$ cat src/rtl/txd_pkg.sv
package txd_pkg;

  typedef enum logic [1:0] {
    SGN_AGREE   = 2'd0,
    SGN_POS_OVF = 2'd1,
    SGN_NEG_OVF = 2'd2
  } sign_stat_t;

  // Classify the duplicated sign pair of a rebuilt word.
  function automatic sign_stat_t sign_classify(input logic top_b, input logic next_b);
    if (top_b == next_b) return SGN_AGREE;
    else if (!top_b)     return SGN_POS_OVF;
    else                 return SGN_NEG_OVF;
  endfunction

endpackage

$ cat src/rtl/nib_frame_ctr.sv
module nib_frame_ctr #(
  parameter int NIBS = 4,
  localparam int IDX_W = (NIBS > 1) ? $clog2(NIBS) : 1
) (
  input  logic             clk,
  input  logic             rst,
  input  logic             pdown,
  input  logic             nib_en,
  input  logic             word_sync,
  output logic             cap_en,
  output logic [IDX_W-1:0] cap_idx
);
  localparam logic [IDX_W-1:0] LAST_IDX = IDX_W'(NIBS - 1);

  logic             aligned_q;
  logic [IDX_W-1:0] idx_q;

  always_ff @(posedge clk) begin
    if (rst || pdown) begin
      aligned_q <= 1'b0;
      idx_q     <= '0;
    end else if (nib_en) begin
      if (word_sync) begin
        aligned_q <= 1'b1;
        idx_q     <= IDX_W'(1);
      end else if (aligned_q) begin
        idx_q <= (idx_q == LAST_IDX) ? '0 : IDX_W'(idx_q + 1'b1);
      end
    end
  end

  assign cap_en  = nib_en && !pdown && (word_sync || aligned_q);
  assign cap_idx = word_sync ? '0 : idx_q;


  ctr_align_src_chk: assert property (@(posedge clk) disable iff (rst)
    $rose(aligned_q) |-> $past(nib_en && word_sync && !pdown));


  ctr_pdown_drop_chk: assert property (@(posedge clk) disable iff (rst)
    pdown |=> !aligned_q);

endmodule

$ cat src/rtl/nib_word_asm.sv
module nib_word_asm #(
  parameter int NIB_W   = 4,
  parameter int NIBS    = 4,
  parameter int PAD_LSB = 3,
  localparam int WORD_W = NIB_W * NIBS,
  localparam int IDX_W  = (NIBS > 1) ? $clog2(NIBS) : 1
) (
  input  logic                      clk,
  input  logic                      rst,
  input  logic                      cap_en,
  input  logic [IDX_W-1:0]          cap_idx,
  input  logic [NIB_W-1:0]          nib,
  output logic [WORD_W-1:PAD_LSB]   word,
  output logic                      word_done
);
  localparam logic [IDX_W-1:0] LAST_IDX = IDX_W'(NIBS - 1);

  logic [NIBS-1:0]            slot_we;
  logic [WORD_W-1:PAD_LSB]    word_q;
  logic                       done_q;

  for (genvar k = 0; k < NIBS; k++) begin : g_we
    assign slot_we[k] = cap_en && (cap_idx == IDX_W'(k));
  end

  // One flop per kept word bit; padding bits are never stored.
  for (genvar b = PAD_LSB; b < WORD_W; b++) begin : g_bit
    always_ff @(posedge clk) begin
      if (rst)                     word_q[b] <= 1'b0;
      else if (slot_we[b / NIB_W]) word_q[b] <= nib[b % NIB_W];
    end
  end

  always_ff @(posedge clk) begin
    if (rst) done_q <= 1'b0;
    else     done_q <= cap_en && (cap_idx == LAST_IDX);
  end

  assign word      = word_q;
  assign word_done = done_q;


  asm_one_slot_chk: assert property (@(posedge clk) disable iff (rst)
    $onehot0(slot_we));


  asm_done_pulse_chk: assert property (@(posedge clk) disable iff (rst)
    word_done |=> !word_done);

endmodule

$ cat src/rtl/tx_code_sat.sv
module tx_code_sat #(
  parameter int WORD_W  = 16,
  parameter int PAD_LSB = 3,
  localparam int CODE_W = WORD_W - 1 - PAD_LSB
) (
  input  logic                    clk,
  input  logic                    rst,
  input  logic                    pdown,
  input  logic                    word_done,
  input  logic [WORD_W-1:PAD_LSB] word,
  output logic [CODE_W-1:0]       code,
  output logic                    ovf,
  output logic                    upd
);
  import txd_pkg::*;

  localparam logic [CODE_W-1:0] CODE_MAX = {1'b0, {(CODE_W-1){1'b1}}};
  localparam logic [CODE_W-1:0] CODE_MIN = {1'b1, {(CODE_W-1){1'b0}}};

  sign_stat_t          stat;
  logic [CODE_W-1:0]   code_d;
  logic [CODE_W-1:0]   code_q;
  logic                ovf_q;
  logic                upd_q;

  assign stat = sign_classify(word[WORD_W-1], word[WORD_W-2]);

  always_comb begin
    unique case (stat)
      SGN_POS_OVF: code_d = CODE_MAX;
      SGN_NEG_OVF: code_d = CODE_MIN;
      default:     code_d = word[WORD_W-2:PAD_LSB];
    endcase
  end

  always_ff @(posedge clk) begin
    if (rst) begin
      code_q <= '0;
      ovf_q  <= 1'b0;
      upd_q  <= 1'b0;
    end else begin
      upd_q <= word_done && !pdown;
      if (word_done && !pdown) begin
        code_q <= code_d;
        ovf_q  <= (stat != SGN_AGREE);
      end
    end
  end

  assign code = code_q;
  assign ovf  = ovf_q;
  assign upd  = upd_q;


  sat_pdown_hold_chk: assert property (@(posedge clk) disable iff (rst)
    pdown |=> ($stable(code_q) && !upd_q));


  sat_limit_chk: assert property (@(posedge clk) disable iff (rst)
    (upd_q && ovf_q) |-> (code_q == CODE_MAX || code_q == CODE_MIN));


  sat_hold_chk: assert property (@(posedge clk) disable iff (rst)
    !upd_q |-> $stable(code_q));

endmodule

$ cat src/rtl/tx_nibble_deser.sv
module tx_nibble_deser #(
  parameter int NIB_W   = 4,
  parameter int NIBS    = 4,
  parameter int PAD_LSB = 3,
  localparam int WORD_W = NIB_W * NIBS,
  localparam int CODE_W = WORD_W - 1 - PAD_LSB,
  localparam int IDX_W  = (NIBS > 1) ? $clog2(NIBS) : 1
) (
  input  logic              clk,
  input  logic              rst,
  input  logic              pdown,
  input  logic              nib_en,
  input  logic              word_sync,
  input  logic [NIB_W-1:0]  tx_nib,
  output logic [CODE_W-1:0] dac_code,
  output logic              dac_upd,
  output logic              dac_ovf
);
  logic                    cap_en;
  logic [IDX_W-1:0]        cap_idx;
  logic [WORD_W-1:PAD_LSB] word;
  logic                    word_done;

  nib_frame_ctr #(.NIBS(NIBS)) frame_i (
    .clk(clk), .rst(rst), .pdown(pdown), .nib_en(nib_en),
    .word_sync(word_sync), .cap_en(cap_en), .cap_idx(cap_idx)
  );

  nib_word_asm #(.NIB_W(NIB_W), .NIBS(NIBS), .PAD_LSB(PAD_LSB)) asm_i (
    .clk(clk), .rst(rst), .cap_en(cap_en), .cap_idx(cap_idx),
    .nib(tx_nib), .word(word), .word_done(word_done)
  );

  tx_code_sat #(.WORD_W(WORD_W), .PAD_LSB(PAD_LSB)) sat_i (
    .clk(clk), .rst(rst), .pdown(pdown), .word_done(word_done),
    .word(word), .code(dac_code), .ovf(dac_ovf), .upd(dac_upd)
  );


  top_upd_follow_chk: assert property (@(posedge clk) disable iff (rst)
    (word_done && !pdown) |=> dac_upd);


  top_ovf_fresh_chk: assert property (@(posedge clk) disable iff (rst)
    (dac_upd && (dac_code != {1'b0, {(CODE_W-1){1'b1}}})
             && (dac_code != {1'b1, {(CODE_W-1){1'b0}}})) |-> !dac_ovf);

endmodule

$ cat config.mk
export PLATFORM = sky130hd
export DESIGN_NAME = tx_nibble_deser
export DESIGN_NICKNAME = d
export VERILOG_FILES = /design/src/rtl/txd_pkg.sv /design/src/rtl/nib_frame_ctr.sv /design/src/rtl/nib_word_asm.sv /design/src/rtl/tx_code_sat.sv /design/src/rtl/tx_nibble_deser.sv
export SDC_FILE = /design/constraint.sdc
export NUM_CORES = 1
export LEC_CHECK = 0
export BUFFER_PORTS_ARGS = -buffer_cell sky130_fd_sc_hd__buf_2
export CORE_MARGIN = 4
export CORE_UTILIZATION = 54
export DETAILED_ROUTE_END_ITERATION = 16
export PLACE_DENSITY = 0.77
export SKIP_LAST_GASP = 1
export SYNTH_ARGS = -nofsm -noshare
export SYNTH_HDL_FRONTEND = slang
export SYNTH_HIERARCHICAL = 1
export SYNTH_SLANG_ARGS = --single-unit
$ cat constraint.sdc
create_clock -name clk -period 1.6 [get_ports clk]
set_input_delay 0.32 -clock clk [delete_from_list [all_inputs] [get_ports clk]]
set_output_delay 0.32 -clock clk [all_outputs]
set_load 0.03 [all_outputs]
==> run metrics <==
Adder-Cell Fraction of Synth Area 0.0275; multiplexer area fraction after synthesis 0.0952; DP Worst Slack 199 ps; Syn Nets 147; setup bufs post-CTS 0; worst slew pin tran 363 ps; H-tree Lvls 2; RSZ-0062 raised after global routing no; 1st-iter DRT viols 8; critical path startpoint category register; largest net degree at the start of global routing 22; CP Depth 6; wire per inst 13.8 um; largest family of logic cells by synthesized area simple AND/OR/NAND/NOR gates; Worst-path clk slew 90 ps; R2R Path End sat_i/code[1]; worst hold path class in2reg; # fillers 198; Die Span X 58.3 um; clk_lat worst skew 320 ps; die area 0.00340 sq mm; Layout area overhead 14.3%; outcome complete, no violations; commonest non-fill, non-tap cell in the layout dfxtp_1; vias in the first global route 1073; complex-gate fraction of the synthesized area 0.155; Core Area 0.00232 sq mm; Crit Path Max Fanout 7; Worst Setup EP sat_i/code[1]; Yosys cell types 26; gpl congestion 0.743; Slew Viols, Final 0; CTS Hold Buffers Added 0; crit path kind reg2reg; crit end category register; CP Buf/Inv Count 3; Initial Utilization 0.589; leakage 0.638 nW; Setup Skew 8.73 ps; Cell Rows 17; XOR/XNOR Fraction of Synth Area 0; post-layout util 0.674; min Tclk post-route 1430 ps; dpl hpwl 1.93 mm; Fin. Hold Viols 0; clock sink count 31; share of cells above drive strength 1 0.296; IO buf count 22; Total GRT Usage 0.182; max-cap violation count 0; Remaining Overflow, GRT 0; Max Buffers Root-to-Sink 2; period utilisation layout 0.896; TNS Setup 0 ps; Via Count 1010; Pwr Density 791 mW/mm^2; via/cell ratio 5.32; Req. time, crit path 1840 ps; Peak VDD IR 0.525 mV; reg-to-reg startpoint asm_i/word[14]; Peak Freq 0.698 GHz; Synth Instances 135; Multi-input gate area 693 sq um; critical path's top delay family flip-flops; most frequent cells in the layout 31 x dfxtp_1, 22 x buf_2, 18 x nand2b_1; fin nets 175; IO Count 23; WP data arrival 1670 ps; Resize count post-CTS 0; Mapped Area 0.00137 sq mm; flop and latch count out of synthesis 31; drt total wl 2.61 mm; Antenna Nets Post-Route 0; CTS buffer count 5; CP Launch Point asm_i/word[14]; endpoints failing setup 0; Final WS setup 167 ps; Register Area 621 sq um; worst-path cell chain inv_1 -> ha_1 -> inv_1 -> a21oi_2 -> buf_4 -> a211oi_2; R2R setup slack 170 ps; Non-Filler Instances 190; antenna violations before repair 0; slowest stage cell, crit path dfxtp_1; CTS tree yes; synthesized area per cell 10.1 sq um; chip height 58.3 um; placed cell count 184; WHS 297 ps; max incr delay on CP 400 ps; Antenna diodes 0; CP dominant cell by count inv_1; Worst R2R Path Depth 6; sequential area share after synthesis 0.454; drt first pass iters 4; drc violations 0; first-pass GRT wire length 4.69 mm; Yosys Warn Count 6; simple-gate portion of the synthesized area 0.230; max_slew headroom 0.758; CTS root buf clkbuf_4
[layout make-up]
cell class,count,area share
Multi-Input combinational cell,95,0.444
Sequential cell,31,0.397
Timing Repair Buffer,27,0.103
Clock buffer,6,0.0264
Tap cell,28,0.0224
Inverter,3,0.00721
[Yosys cell counts (all sizes together)]
cell type  instances  share of area
nand2             13          0.036
nand4bb            1         0.0082
nor3b              2          0.011
or2                1         0.0046
clkbuf             1         0.0027
ha                 3          0.027
and3b              1         0.0064
a211oi            13           0.12
nand3b             1         0.0055
nand2b            18          0.082
a31oi              1         0.0046
nand4b             1         0.0064
nor2b              3          0.019
dfxtp             31           0.45
o2bb2ai            1         0.0064
nor2              17          0.047
a21oi              3          0.014
mux2i             13          0.095
a21bo              1         0.0073
o21ai              1         0.0037
buf                5          0.027
inv                3         0.0082
nand3              1         0.0037
[how the worst min path moves through the flow]
stage                     cells past startpoint           from  slack (ps)               end
after floorplan                               1            rst         380     sat_i/code[2]
after global routing                          3      word_sync         300  frame_i/idx_q[0]
final                                         3      word_sync         300  frame_i/idx_q[0]
after global placement                        2  asm_i/word[3]         460     asm_i/word[3]
after detailed placement                      2  asm_i/word[6]         460     asm_i/word[6]
after CTS                                     3      word_sync         300  frame_i/idx_q[0]
[worst register-to-register path: cells and delay by family (launching register included)]
kind	cells	cell delay, ps
buf+inv	3	340
fa+ha+maj	1	310
compound gates	2	290
flops	1	400
[metrics by stage]
stage	instance area, sq um	total power, mW
2_1_floorplan	1370	0.826
6_report	1560	1.24
5_1_grt	1560	1.29
3_3_place_gp	1520	0.856
4_1_cts	1560	1.25
3_5_place_dp	1520	0.859
[logic make-up (layout without fill, tap and decap cells)]
kind of cell               after synthesis  after routing
muxes                                   13             13
AOI/OAI and AO/OA                       20             20
DFF                                     31             31
buffers and inverters                    9             36
and+or+nand+nor                         59             59
adders and majority gates                3              3
[power by group]
group          switching (mW)  total [mW]  leakage [nW]  internal, mW
clock                   0.240       0.396        0.0242         0.156
combinational          0.0340      0.0633         0.364        0.0293
sequential            0.00258       0.777         0.250         0.774
[sequential cells by signal, summed over array words and instances, names as in the netlist]
register / cells
asm_i/word: 13
sat_i/code: 12
frame_i/idx_q: 2
asm_i/word_done: 1
frame_i/aligned_q: 1
sat_i/ovf: 1
sat_i/upd: 1
[metal layers]
| layer | GRT usage | vias up | part of all wire |
|---|---|---|---|
| met4 | 0.0828 | 0 | 0.019 |
| li1 | - | 517 | - |
| met2 | 0.313 | 20 | 0.50 |
| met1 | 0.211 | 466 | 0.44 |
| met3 | 0.0461 | 7 | 0.037 |
| met5 | 0 | - | 0 |
(Power assumes the default switching activity.)
